**src/rtl/vstd_pkg.sv**
```systemverilog
package vstd_pkg;
  typedef enum logic {
    FMT_525 = 1'b0,
    FMT_625 = 1'b1
  } fmt_e;
endpackage

```
**src/rtl/vstd_line_count.sv**
```systemverilog
module vstd_line_count
  import vstd_pkg::*;
#(
  parameter int CNT_W = 10,
  parameter int SPLIT = 288
) (
  input  logic clk_i,
  input  logic rst_ni,
  input  logic line_stb_i,
  input  logic field_stb_i,
  output logic fin_stb_o,
  output fmt_e fin_cls_o
);
  localparam logic [CNT_W-1:0] CntMax = {CNT_W{1'b1}};
  localparam logic [CNT_W-1:0] Split  = CNT_W'(SPLIT);

  logic [CNT_W-1:0] cnt_q, cnt_n;
  logic             armed_q, armed_n;
  logic             fin_q, fin_n;
  fmt_e             cls_q, cls_n;
  logic             cnt_en, cls_en;

  always_comb begin
    cnt_en  = field_stb_i | line_stb_i;
    cls_en  = field_stb_i & armed_q;
    armed_n = armed_q | field_stb_i;
    fin_n   = field_stb_i & armed_q;
    cls_n   = (cnt_q >= Split) ? FMT_625 : FMT_525;
    if (field_stb_i) begin
      cnt_n = line_stb_i ? CNT_W'(1) : '0;
    end else if (cnt_q != CntMax) begin
      cnt_n = cnt_q + CNT_W'(1);
    end else begin
      cnt_n = cnt_q;
    end
  end

  always_ff @(posedge clk_i or negedge rst_ni) begin
    if (!rst_ni) begin
      cnt_q   <= '0;
      armed_q <= 1'b0;
      fin_q   <= 1'b0;
      cls_q   <= FMT_525;
    end else begin
      fin_q   <= fin_n;
      armed_q <= armed_n;
      if (cnt_en) cnt_q <= cnt_n;
      if (cls_en) cls_q <= cls_n;
    end
  end

  assign fin_stb_o = fin_q;
  assign fin_cls_o = cls_q;
endmodule

```
**src/rtl/vstd_persist.sv**
```systemverilog
module vstd_persist
  import vstd_pkg::*;
#(
  parameter int PERSIST = 32,
  localparam int RUN_W = $clog2(PERSIST + 1)
) (
  input  logic             clk_i,
  input  logic             rst_ni,
  input  logic             fin_stb_i,
  input  fmt_e             fin_cls_i,
  output fmt_e             fmt_o,
  output logic [RUN_W-1:0] run_o
);
  localparam logic [RUN_W-1:0] RunMax = RUN_W'(PERSIST);

  fmt_e             prev_q, fmt_q, fmt_n;
  logic             have_q;
  logic [RUN_W-1:0] run_q, run_n;
  logic             match;

  always_comb begin
    match = have_q && (fin_cls_i == prev_q);
    if (!match)               run_n = RUN_W'(1);
    else if (run_q != RunMax) run_n = run_q + RUN_W'(1);
    else                      run_n = run_q;
    fmt_n = (run_n == RunMax) ? fin_cls_i : fmt_q;
  end

  always_ff @(posedge clk_i or negedge rst_ni) begin
    if (!rst_ni) begin
      prev_q <= FMT_525;
      fmt_q  <= FMT_525;
      have_q <= 1'b0;
      run_q  <= '0;
    end else if (fin_stb_i) begin
      prev_q <= fin_cls_i;
      fmt_q  <= fmt_n;
      have_q <= 1'b1;
      run_q  <= run_n;
    end
  end

  assign fmt_o = fmt_q;
  assign run_o = run_q;
endmodule

```
**src/rtl/vstd_sticky.sv**
```systemverilog
module vstd_sticky #(
  parameter int NBITS = 2
) (
  input  logic             clk_i,
  input  logic             rst_ni,
  input  logic [NBITS-1:0] set_i,
  input  logic             clr_wr_i,
  input  logic [NBITS-1:0] clr_mask_i,
  output logic [NBITS-1:0] flag_o
);
  for (genvar b = 0; b < NBITS; b++) begin : g_bit
    logic flag_q, flag_n, flag_en;
    always_comb begin
      flag_en = set_i[b] | (clr_wr_i & clr_mask_i[b]);
      flag_n  = set_i[b];
    end
    always_ff @(posedge clk_i or negedge rst_ni) begin
      if (!rst_ni)      flag_q <= 1'b0;
      else if (flag_en) flag_q <= flag_n;
    end
    assign flag_o[b] = flag_q;
  end
endmodule

```
**src/rtl/vstd_detect.sv**
```systemverilog
module vstd_detect
  import vstd_pkg::*;
#(
  parameter int CNT_W   = 10,
  parameter int SPLIT   = 288,
  parameter int PERSIST = 32,
  localparam int RUN_W  = $clog2(PERSIST + 1)
) (
  input  logic       clk_i,
  input  logic       rst_ni,
  input  logic       line_stb_i,
  input  logic       field_stb_i,
  input  logic       even_i,
  input  logic       ovf_luma_i,
  input  logic       ovf_chroma_i,
  input  logic       clr_wr_i,
  input  logic [1:0] clr_mask_i,
  output logic       fmt625_o,
  output logic       even_field_o,
  output logic       ovf_luma_o,
  output logic       ovf_chroma_o
);
  logic [1:0]       rsync_q;
  logic             rst_core_n;
  logic             fin_stb;
  fmt_e             fin_cls;
  fmt_e             fmt;
  logic [RUN_W-1:0] run_cnt;
  logic             even_q;
  logic [1:0]       flags;

  always_ff @(posedge clk_i or negedge rst_ni) begin
    if (!rst_ni) rsync_q <= 2'b00;
    else         rsync_q <= {rsync_q[0], 1'b1};
  end
  assign rst_core_n = rsync_q[1];

  vstd_line_count #(.CNT_W(CNT_W), .SPLIT(SPLIT)) u_count (
    .clk_i       (clk_i),
    .rst_ni      (rst_core_n),
    .line_stb_i  (line_stb_i),
    .field_stb_i (field_stb_i),
    .fin_stb_o   (fin_stb),
    .fin_cls_o   (fin_cls)
  );

  vstd_persist #(.PERSIST(PERSIST)) u_persist (
    .clk_i     (clk_i),
    .rst_ni    (rst_core_n),
    .fin_stb_i (fin_stb),
    .fin_cls_i (fin_cls),
    .fmt_o     (fmt),
    .run_o     (run_cnt)
  );

  vstd_sticky #(.NBITS(2)) u_sticky (
    .clk_i      (clk_i),
    .rst_ni     (rst_core_n),
    .set_i      ({ovf_chroma_i, ovf_luma_i}),
    .clr_wr_i   (clr_wr_i),
    .clr_mask_i (clr_mask_i),
    .flag_o     (flags)
  );

  always_ff @(posedge clk_i or negedge rst_core_n) begin
    if (!rst_core_n)      even_q <= 1'b0;
    else if (field_stb_i) even_q <= even_i;
  end

  assign fmt625_o     = (fmt == FMT_625);
  assign even_field_o = even_q;
  assign ovf_luma_o   = flags[0];
  assign ovf_chroma_o = flags[1];
endmodule

```
**config.mk**
```make
export PLATFORM = sky130hd
export DESIGN_NAME = vstd_detect
export DESIGN_NICKNAME = d
export VERILOG_FILES = /design/src/rtl/vstd_pkg.sv /design/src/rtl/vstd_line_count.sv /design/src/rtl/vstd_persist.sv /design/src/rtl/vstd_sticky.sv /design/src/rtl/vstd_detect.sv
export SDC_FILE = /design/constraint.sdc
export NUM_CORES = 1
export LEC_CHECK = 0
export BUFFER_PORTS_ARGS = -buffer_cell sky130_fd_sc_hd__buf_2
export CORE_AREA = 2 2 61 77
export DETAILED_ROUTE_END_ITERATION = 10
export DIE_AREA = 0 0 63 79
export HOLD_SLACK_MARGIN = 0.03
export PLACE_DENSITY = 0.52
export SLEW_MARGIN = 20
export SYNTH_ARGS = -nofsm -noshare
export SYNTH_HDL_FRONTEND = slang
export SYNTH_HIERARCHICAL = 1
export SYNTH_SLANG_ARGS = --single-unit
```
**constraint.sdc**
```tcl
create_clock -name clk_i -period 1.05 [get_ports clk_i]
set_input_delay 0.1575 -clock clk_i [delete_from_list [all_inputs] [get_ports clk_i]]
set_output_delay 0.1575 -clock clk_i [all_outputs]
set_load 0.05 [all_outputs]
```
# [Word level (Yosys, flattened, before mapping)]
# Index checks and enable logic that the tools add are counted.
[classes] add_sub_neg=2 n_mul=0 div_mod_pow=0 magnitude_cmp=1 eq_ne=4 n_shift=0 mux=6 bitwise=7 n_reduce_logical=4
[op_table] operator="2-to-1 mux 10 bit" n=2
[op_table] operator="2-to-1 mux 6 bit" n=2
[op_table] operator="adder 10 x 1 -> 10 bit, second input constant" n=1
[op_table] operator="greater-or-equal comparator 10 x 9 -> 1 bit, second input constant" n=1
[op_table] operator="inequality test 10 bit, second input constant" n=1
[op_table] operator="adder 6 x 1 -> 6 bit, second input constant" n=1
[op_table] operator="== test 6 bit, second input constant" n=1
[op_table] operator="inequality test 6 bit, second input constant" n=1
[op_table] operator="bitwise OR 1 bit" n=4
[op_table] operator="AND reduction 2 bit" n=2
[op_table] operator="AND 1 bit" n=3
[op_table] operator="2-to-1 mux 1 bit" n=2
[op_table] operator="nonzero test 2 bit" n=1
[op_table] operator="== test 1 bit" n=1
[op_table] operator="logical AND 1 bit" n=1
[word_totals] register_bits=27 latchBits=0 ramBits=0 mem_bits_ro=0 input_bits=10 out_inout_bits=4 elab_cells=36 mem_count=0

# [Logic depth before layout (Yosys ltp)]
[logic_depth] depth_word=5 depth_mapped=7 ltp_nobuf=7

# [Cells and area by module]
# The synthesis kept the hierarchy.
[by_module_without_submodules] mod="vstd_line_count" n_inst=1 cells_per_inst=69 area_each_um2=715.7 seq_area_each_um2=325.3
[by_module_without_submodules] mod="vstd_persist" n_inst=1 cells_per_inst=58 area_each_um2=529.3 seq_area_each_um2=225.2
[by_module_without_submodules] mod="vstd_detect" n_inst=1 cells_per_inst=5 area_each_um2=93.8 seq_area_each_um2=75.1
[by_module_without_submodules] mod="vstd_sticky" n_inst=1 cells_per_inst=8 area_each_um2=87.6 seq_area_each_um2=50.0

# [Worst setup path after synthesis]
# Ideal clock, no wire load.
[synth_timing] path_kind="register to register" start="reg u_persist.run_q[0], in the netlist u_persist/run_o[0]" end="reg u_persist.fmt_q, in the netlist u_persist/fmt_o" setup_ps=128 arrival_ps=1461 t_required_ps=922 setup_slack_ps=-538 path_stages_with_launch=5 n_path_buf=0 period_less_slack_ps=1588 cell_sequence="dfrtp_1 -> or4_1 -> o22ai_1 -> nand4_1 -> mux2_1"
[synth_between] elab_chain_len=5 elab_cells_between_ends=6 cone_classes="add/sub (1); eq/ne (2); mux (2); reduce/logical (1)"
[synth_rtl] element="from (decl)" line="vstd_persist.sv:18" source="logic [RUN_W-1:0] run_q, run_n;"
[synth_rtl] element="from (signal assigned)" line="vstd_persist.sv:39" source="run_q <= run_n;"
[synth_rtl] element="adder 6 x 1 -> 6 bit / inequality test 6 bit (equally long branches)" line="vstd_persist.sv:24" source="else if (run_q != RunMax) run_n = run_q + RUN_W'(1);"
[synth_rtl] element="2-to-1 mux 6 bit *" line="vstd_persist.sv:24"
[synth_rtl] element="2-to-1 mux 6 bit *" line="vstd_persist.sv:23" source="if (!match) run_n = RUN_W'(1);"
[synth_rtl] element="== test 6 bit *" line="vstd_persist.sv:26" source="fmt_n = (run_n == RunMax) ? fin_cls_i : fmt_q;"
[synth_rtl] element="AND reduction 2 bit (no source line) *"
[synth_rtl] element="to (signal assigned)" line="vstd_persist.sv:37" source="fmt_q <= fmt_n;"
[synth_rtl] element="to (decl)" line="vstd_persist.sv:16" source="fmt_e prev_q, fmt_q, fmt_n;"
# Mark *: on every way between the ends. The rest lies on a longest branch, timed or not.
# A chain may end at the register's enable or synchronous reset.

# [Final worst setup path]
# Ends and elaborated chain as after synthesis.

==> flow_summary_export.csv <==
group,metric,value,unit
clock_tree,clk_latency,0.27,ns
critical_path,crit_path_end_kind,"register",
critical_path,critPathMaxStageDelay,0.51,ns
power_and_ir_drop,p_leak,0.943,nW
clock_tree,clock-sinks,27,
detailed_routing,vias,1273,
floorplan,dieArea,4980,um2
yosys,synth.net_count,154,
critical_path,critical_path_required,1.21,ns
clock_tree,tritoncts,"done",
yosys,synth_cell_types,46,
place,place_area,1840,um2
yosys,ys_ff_latch,27,
cells_and_area,area_growth,51.2,%
place,place_hpwl,2.42,mm
run_status,status,"finished, violations left",
yosys,synth_edf_count,0,
critical_path,path_class,"register to register",
power_and_ir_drop,vdd_ir_drop_max,0.000614,V
power_and_ir_drop,p_per_area,1300,nW/um2
cells_and_area,stdcell_area,2160,um2
timing,finalCritPeriodShare,162,%
global_routing,grt_first_pass_wirelength,6.17,mm
clock_tree,numCtsBuffers,3,
floorplan,dieHeight,79,um
global_routing,gr-usage-met3,1.84,%
floorplan,io_pins,14,
clock_tree,root_buffer,"clkbuf_8",
global_routing,grt.busiest_layer,"met2",
detailed_routing,via_per_inst,4.99,
critical_path,slowest_stage,"or4_1",
clock_tree,cts_max_level,1,
floorplan,rows,27,
detailed_routing,routed_wl,3.51,mm
global_routing,grt_util_all_layers,15.8,%
run_status,violations,"setup timing",
timing,fmax,0.589,GHz
cells_and_area,drive_gt1_share,53.3,%
global_routing,gr-usage-met2,30.7,%
detailed_routing,drt_iter0_markers,87,
detailed_routing,post-route-drc-count,0,
yosys,yosysWarningCount,6,
timing,final.setup.worst_slack,-0.648,ns
detailed_routing,ant_nets,0,
yosys,syn_avg_cell_area,10.2,um2
global_routing,first_global_vias,1401,
clock_tree,clk_pin_slew,0.10,ns
global_routing,grt_max_degree,26,
floorplan,core,4290,um2
yosys,synth_ff_type,"dfrtp_1",
timing,hold_viol,0,
cells_and_area,multi_input_area,858,um2
cells_and_area,final_util,50.3,%
global_routing,grt_antenna_before_repair,0,
timing,fin_skew,0.00310,ns
timing,timing.hold.ws,0.0548,ns
hold_path,min_path_type,"input port to register",
global_routing,gr-total-overflow,0,
cells_and_area,nFillCells,391,
cells_and_area,ff_latch_area,677,um2
floorplan,fp.dieW,63,um
timing,finalSetupTns,-5.42,ns
yosys,async_flop_share,100,%
global_routing,grt_use_met1,16.3,%
timing,drv_slew,0,
detailed_routing,dr.pass1.iters,4,
critical_path,path_cells,"or4_1 > o22ai_1 > nand4_1 > mux2_4",
job,cap_violations,0,
timing,setup_violations,18,
clock_tree,clock_path_buffers,2,
timing,rsz0062_at_grt,"true",
cells_and_area,antenna_cells,0,
critical_path,start_kind,"register",
yosys,yosysSeqAreaShare,47.4,%
place,gp_congestion,0.826,
yosys,netlist_area,1430,um2
critical_path,worst-path-max-fanout,6,
cells_and_area,nNetsFinal,212,
place,numPortBuffers,13,
timing,min_period,1.70,ns
critical_path,crit_arrival,1.86,ns
detailed_routing,wl_per_cell,13.8,um
yosys,post_synth_inst_count,140,
floorplan,start_util,33.2,%
logic make-up (layout without fill, tap and decap cells):
kind of cell    Yosys count  count (layout)  synth area share (%)
compound gates           32              32                  15.2
buf+inv                  16              73                  5.70
mux                       4               4                  3.33
fa+ha+maj                 4               4                  3.51
other cells               1               1                 0.263
simple gates             53              53                  22.8
flops                    27              27                  47.4
xor+xnor                  3               3                  1.84
registers in the layout (all words and copies together) (netlist names):
signal and flops:
u_persist/have_q 1, even_field_o 1, u_persist/run_o 6, u_count/fin_cls_o 1
rsync_q 2, u_persist/fmt_o 1, u_count/armed_q 1, u_count/fin_stb_o 1
u_count/cnt_q 10, u_sticky/g_bit.flag_q 2, u_persist/prev_q 1
layout make-up:
type	count	share of cell area, %
Sequential cell	27	31.4
Multi-Input combinational cell	97	39.8
Timing Repair Buffer	59	21.3
Inverter	10	1.86
Tap cell	58	3.36
Clock buffer	3	1.91
Clock inverter	1	0.348
worst max-delay path: cells and delay by family, from the launching register on:
kind / cells / cell delay (ns)
multiplexers: 1 / 0.32
flip-flops: 1 / 0.45
AND/OR/NAND/NOR: 2 / 0.65
AO/OA/AOI/OAI: 1 / 0.18
cells in the mapped netlist (2+ instances only):
library cell	count	area, um2
nor2_1	6	22.5
nand4_1	5	31.3
a21o_1	2	15.0
a21oi_1	7	35.0
nand3_1	7	35.0
or2_2	2	12.5
ha_1	4	50.1
inv_1	10	37.5
nand2b_1	2	12.5
and4_4	2	22.5
a31oi_1	3	18.8
or3_1	4	25.0
and2_1	2	12.5
a211oi_1	3	22.5
nand2_1	7	26.3
o21ai_0	9	45.0
xnor2_1	3	26.3
dfrtp_1	27	676
nor3_1	6	30.0
buf_4	3	22.5
metrics by stage:
step                instances  setup WS [ns]  power, mW
detailed placement        244         -0.665       2.03
floorplan                 140         -0.538       1.65
CTS                       254         -0.650       2.77
global placement          244         -0.594       1.99
finish                    255         -0.648       2.80
global route              255         -0.704       2.97
power breakdown:
| group | internal [mW] | switching (mW) |
|---|---|---|
| clock network | 0.269 | 0.336 |
| registers | 1.13 | 0.0922 |
| logic | 0.508 | 0.461 |
| total | 1.91 | 0.890 |
path summary, 6_finish.rpt:
path / startpoint / end / slack [ns] / depth (start not counted)
setup reg to reg: u_persist/run_o[0] / u_persist/fmt_o / -0.65 / 4
hold reg to reg: rsync_q[1] / u_sticky/g_bit[1].flag_q / 0.23 / 1
hold / removal: ovf_luma_i / u_sticky/g_bit[0].flag_q / 0.05 / 2
max in group asynchronous: rsync_q[1] / u_persist/run_o[0] / 0.55 / 1
min in group asynchronous: rst_ni / rsync_q[0] / 0.19 / 2
setup / recovery: u_persist/run_o[0] / u_persist/fmt_o / -0.65 / 4
layer usage:
metal,wire length (um),vias up
li1,-,621
met1,1370,632
met2,2020,16
met3,57,4
met4,62,0
met5,0,-
placed cells by master, fill, tap and decap left out, types with 3 or more instances in the layout:
master / Yosys / final
clkbuf_8: 0 / 3
buf_2: 1 / 9
inv_1: 10 / 8
o21ai_1: 0 / 4
nand3_1: 7 / 3
a21oi_1: 7 / 4
nand4_1: 5 / 5
buf_6: 1 / 10
a21oi_2: 0 / 3
xnor2_1: 3 / 3
o21ai_0: 9 / 4
nand2_1: 7 / 7
nor2_1: 6 / 4
nor3_2: 0 / 4
dfrtp_1: 27 / 26
buf_4: 3 / 39
what timing repair did:
item / CTS / global route
pin swaps: 17 / 5
resized for setup: 37 / 11
setup buffers: 5 / 1
endpoints found under the setup margin: 22 / 21
hold endpoints to repair: 2 / 0
hold buffers: 1 / 0
Power figures use the tool's default switching activity.
